==> src/rtl/sm_shift_mult.sv <==
module sm_shift_mult #(
  parameter int MAG_W = 8
) (
  input  logic             clk,
  input  logic             rst_n,
  input  logic             start,
  input  logic             mcand_sign,
  input  logic [MAG_W-1:0] mcand_mag,
  input  logic             mplier_sign,
  input  logic [MAG_W-1:0] mplier_mag,
  output logic             busy,
  output logic             done,
  output logic             prod_sign,
  output logic [MAG_W-1:0] prod_hi,
  output logic [MAG_W-1:0] prod_lo
);
  localparam int CNT_W = $clog2(MAG_W + 1);
  localparam logic [CNT_W-1:0] CNT_INIT = CNT_W'(MAG_W);
  localparam logic [CNT_W-1:0] CNT_LAST = CNT_W'(1);

  logic [MAG_W-1:0] b_reg, acc, q_reg;
  logic [CNT_W-1:0] cnt;
  logic             sgn;
  logic [MAG_W:0]   sum;

  assign sum = q_reg[0] ? ({1'b0, acc} + {1'b0, b_reg}) : {1'b0, acc};

  assign prod_sign = sgn;
  assign prod_hi   = acc;
  assign prod_lo   = q_reg;

  always_ff @(posedge clk or negedge rst_n) begin
    if (!rst_n) begin
      b_reg <= '0;
      acc   <= '0;
      q_reg <= '0;
      cnt   <= '0;
      sgn   <= 1'b0;
      busy  <= 1'b0;
      done  <= 1'b0;
    end else begin
      done <= 1'b0;
      if (!busy) begin
        if (start) begin
          b_reg <= mcand_mag;
          q_reg <= mplier_mag;
          sgn   <= mcand_sign ^ mplier_sign;
          acc   <= '0;
          cnt   <= CNT_INIT;
          busy  <= 1'b1;
        end
      end else begin
        acc   <= sum[MAG_W:1];
        q_reg <= {sum[0], q_reg[MAG_W-1:1]};
        cnt   <= cnt - CNT_W'(1);
        if (cnt == CNT_LAST) begin
          busy <= 1'b0;
          done <= 1'b1;
        end
      end
    end
  end

  // counter bounds and strict countdown
  assert_cnt_nonzero_R9: assert property (@(posedge clk) disable iff (!rst_n)
    busy |-> (cnt != '0 && cnt <= CNT_INIT));
  assert_cnt_step_R9: assert property (@(posedge clk) disable iff (!rst_n)
    (busy && cnt != CNT_LAST) |=> (busy && cnt == $past(cnt) - CNT_W'(1)));
  assert_cnt_preset_R2: assert property (@(posedge clk) disable iff (!rst_n)
    (!busy && start) |=> (busy && cnt == CNT_INIT));
  // done is a single-cycle strobe, exclusive with busy
  assert_done_pulse_R5: assert property (@(posedge clk) disable iff (!rst_n)
    done |=> !done);
  assert_done_idle_R5: assert property (@(posedge clk) disable iff (!rst_n)
    done |-> !busy);
  // run state is not disturbed by start or inputs while busy
  assert_mcand_hold_R7: assert property (@(posedge clk) disable iff (!rst_n)
    busy |=> $stable(b_reg));
  assert_sign_hold_R6: assert property (@(posedge clk) disable iff (!rst_n)
    busy |=> $stable(sgn));
  // result held while idle without start
  assert_result_hold_R8: assert property (@(posedge clk) disable iff (!rst_n)
    (!busy && !start) |=> ($stable(acc) && $stable(q_reg) && $stable(sgn)));
endmodule

==> config.mk <==
export PLATFORM = sky130hd
export DESIGN_NAME = sm_shift_mult
export DESIGN_NICKNAME = d
export VERILOG_FILES = /design/src/rtl/sm_shift_mult.sv
export SDC_FILE = /design/constraint.sdc
export NUM_CORES = 1
export LEC_CHECK = 0
export BUFFER_PORTS_ARGS = -buffer_cell sky130_fd_sc_hd__buf_2
export CAP_MARGIN = 30
export CORE_MARGIN = 5
export CORE_UTILIZATION = 45
export DETAILED_ROUTE_END_ITERATION = 6
export PLACE_DENSITY = 0.73
export REMOVE_ABC_BUFFERS = 1
export SETUP_SLACK_MARGIN = 0.1
export SLEW_MARGIN = 10
export SYNTH_ARGS = -nofsm -noshare
export SYNTH_HDL_FRONTEND = slang
export SYNTH_SLANG_ARGS = --single-unit
==> constraint.sdc <==
create_clock -name clk -period 2.7 [get_ports clk]
set_input_delay 0.27 -clock clk [delete_from_list [all_inputs] [get_ports clk]]
set_output_delay 0.27 -clock clk [all_outputs]
set_load 0.01 [all_outputs]
==> reports/results.tsv <==
stage	metric	value	unit
placed_design	dp.cells	245	
timing	min_period	1900	ps
yosys	yosys_warnings	0	
yosys	synth_cell_types	36	
finish	final_common_cell	buf_2	
placed_design	pre_cts_ws	812	ps
run	drv_cap	0	
worst_setup_path	slowest_delay	400	ps
worst_setup_path	worst-path-stages	7	
yosys	synthCells	163	
power	p_leak	0.990	nW
clock_tree	insertion_delay	280	ps
worst_setup_path	cp_slowest_cell	dfrtp_1	
finish	nFillCells	339	
finish	drive_gt1_frac	0.283	
clock_tree	cts-root-buf	clkbuf_8	
clock_tree	clockBufferDepth	2	
detailed_routing	vias	1313	
die	start_util	0.464	
timing	fin_ws	798	ps
worst_setup_path	timing_worst_setup_path_type	reg -> reg	
timing	drv_slew	0	
outcome	status	completed	
timing	tightest_slew	673	ps
detailed_routing	drtIter0Drc	75	
die	die-area	0.00510	sq mm
worst_setup_path	arrival	2070	ps
detailed_routing	drc	0	
finish	multiInputGateArea	857	sq um
global_routing	grt_pass1_wl	5960	um
yosys	synth-edff-count	0	
detailed_routing	routedWlPerCell	13.7	um
worst_setup_path	start_kind	flop	
finish	n_antenna_cell	0	
finish	area_growth	19.0	%
clock_tree	clk_pin_slew	60	ps
clock_tree	cts_tree	built	
global_routing	overflow	0	
detailed_routing	viasPerCell	5.19	
worst_setup_path	cp_cell_sequence	ha_1 -> inv_1 -> fa_1 -> nor2b_4 -> o31a_1 -> o22a_1 -> a221o_1	
timing	maxSlewHeadroom	0.551	
power	p_per_area	1250	mW/mm^2
worst_setup_path	end_kind	flop	
yosys	synth_area	0.00170	sq mm
detailed_routing	wirelength	3460	um
timing	holdWs	22.4	ps
die	rows	22	
die	die_h	71.4	um
worst_setup_path	crit_path_max_fanout	4	
global_routing	grt_pass1_vias	1265	
timing	finalSetupViolations	0	
placed_design	dp_hpwl	2570	um
placed_design	io_buffers	39	
placed_design	gp_congestion	0.811	
detailed_routing	dr.pass1.iters	4	
clock_tree	cts-hold-fix-buffers	0	
worst_setup_path	critPathTopFamily	compound AO/OA/AOI/OAI gates	
die	die_x	71.4	um
timing	fmax	526	MHz
finish	layout.nets	236	
clock_tree	clock-sinks	31	
clock_tree	post_cts_buffers	0	
clock_tree	cts_htree_levels	2	
detailed_routing	ant_nets	0	
worst_setup_path	crit_required	2870	ps
power	finalPower	2.53	mW
timing	hold_viol_final	0	
die	core-area	0.00366	sq mm
worst_setup_path	crit_buf_inv	1	
worst_hold_path	hold_class	in -> async	
finish	ff_latch_area	776	sq um
yosys	ys_ff_latch	31	
yosys	yosysSeqAreaShare	0.457	
finish	layout_common_cells	39 x buf_2, 31 x dfrtp_1, 15 x o21ai_0	
die	io_pins	40	
yosys	yosys_most_used_dff	dfrtp_1	
timing	fin_setup_tns	0	ps
clock_tree	cts_resized	0	
worst_setup_path	rr_worst_depth	7	
clock_tree	cts_buffers	5	
global_routing	grt_max_degree	32	
yosys	syn_area_per_cell	10.4	sq um
global_routing	antenna_found_initial	0	
timing	clock_skew	3.42	ps
power	peakVddDrop	532	uV
timing	min_period_over_period	0.704	
global_routing	grt_usage	0.149	
yosys	async_reset_ff_frac	1.00	
finish	final_cells	253	
timing	grt_setup_unrepaired	false	
-- logic make-up (layout without fill, tap and decap cells) --
family,count (synthesis),count (layout),synth area share
xor gates and xnor gates,6,6,0.0309
buffers and inverters,16,58,0.0390
muxes,17,17,0.106
AOI/OAI and AO/OA,44,44,0.169
and+or+nand+nor,38,38,0.113
adders and majority gates,11,11,0.0854
DFF,31,31,0.457
-- cell usage after synthesis (2+ instances only) --
cell type  count  area, sq um
dfrtp_1       31          776
o21ai_0       15         75.1
nand2_1       13         48.8
ha_1          10          125
mux2i_1        9         90.1
inv_1          8         30.0
mux2_2         8         90.1
a21oi_1        7         35.0
buf_2          5         25.0
nor2_1         5         18.8
nor3_1         5         25.0
nor2b_1        4         25.0
a211oi_1       3         22.5
nand2b_1       3         18.8
nand3_1        3         15.0
o211ai_1       3         22.5
xnor2_1        3         26.3
xor2_1         3         26.3
a21o_1         2         15.0
a22oi_1        2         15.0
clkbuf_1       2         7.51
nor3b_1        2         15.0
o21a_1         2         15.0
o22a_1         2         17.5
o31ai_1        2         15.0
-- per-layer routing --
metal | up-vias | GRT usage | share of wire
met4 | 0 | 0.0752 | 0.020
met3 | 7 | 0.0309 | 0.041
met5 | - | 0 | 0
met1 | 617 | 0.201 | 0.47
met2 | 22 | 0.227 | 0.47
li1 | 667 | - | -
-- power breakdown --
part / total (mW) / switching [mW] / internal, mW
logic: 1.28 / 0.666 / 0.617
registers: 0.896 / 0.200 / 0.696
clock network: 0.346 / 0.165 / 0.180
total: 2.53 / 1.03 / 1.49
-- final cells by class --
| type | count | share of cell area |
|---|---|---|
| Multi-Input combinational cell | 116 | 0.424 |
| Sequential cell | 31 | 0.384 |
| Timing Repair Buffer | 42 | 0.108 |
| Clock buffer | 7 | 0.0377 |
| Tap cell | 48 | 0.0297 |
| Inverter | 8 | 0.0149 |
| Clock inverter | 1 | 0.00248 |
-- worst paths after layout --
kind / from / endpoint / slack (ps)
setup / recovery: prod_hi[0] / prod_hi[7] / 800
hold / removal: rst_n / prod_lo[6] / 20
setup reg to reg: prod_hi[0] / prod_hi[7] / 800
hold reg to reg: cnt[3] / done / 510
max in group asynchronous: rst_n / prod_sign / 2240
min in group clk: mcand_mag[1] / b_reg[1] / 200
-- stage by stage --
step,cell area (sq um),utilization
after detailed placement,1940,0.530
after CTS,2020,0.552
final,2020,0.552
after global routing,2020,0.552
after global placement,1940,0.530
after floorplan,1660,-
-- worst reg2reg max path: stages, from the launching register on --
cell and delay (ps):
dfrtp_1 400, ha_1 230, inv_1 70, fa_1 250, nor2b_4 60, o31a_1 280, o22a_1 210, a221o_1 290
(Power assumes the default switching activity.)
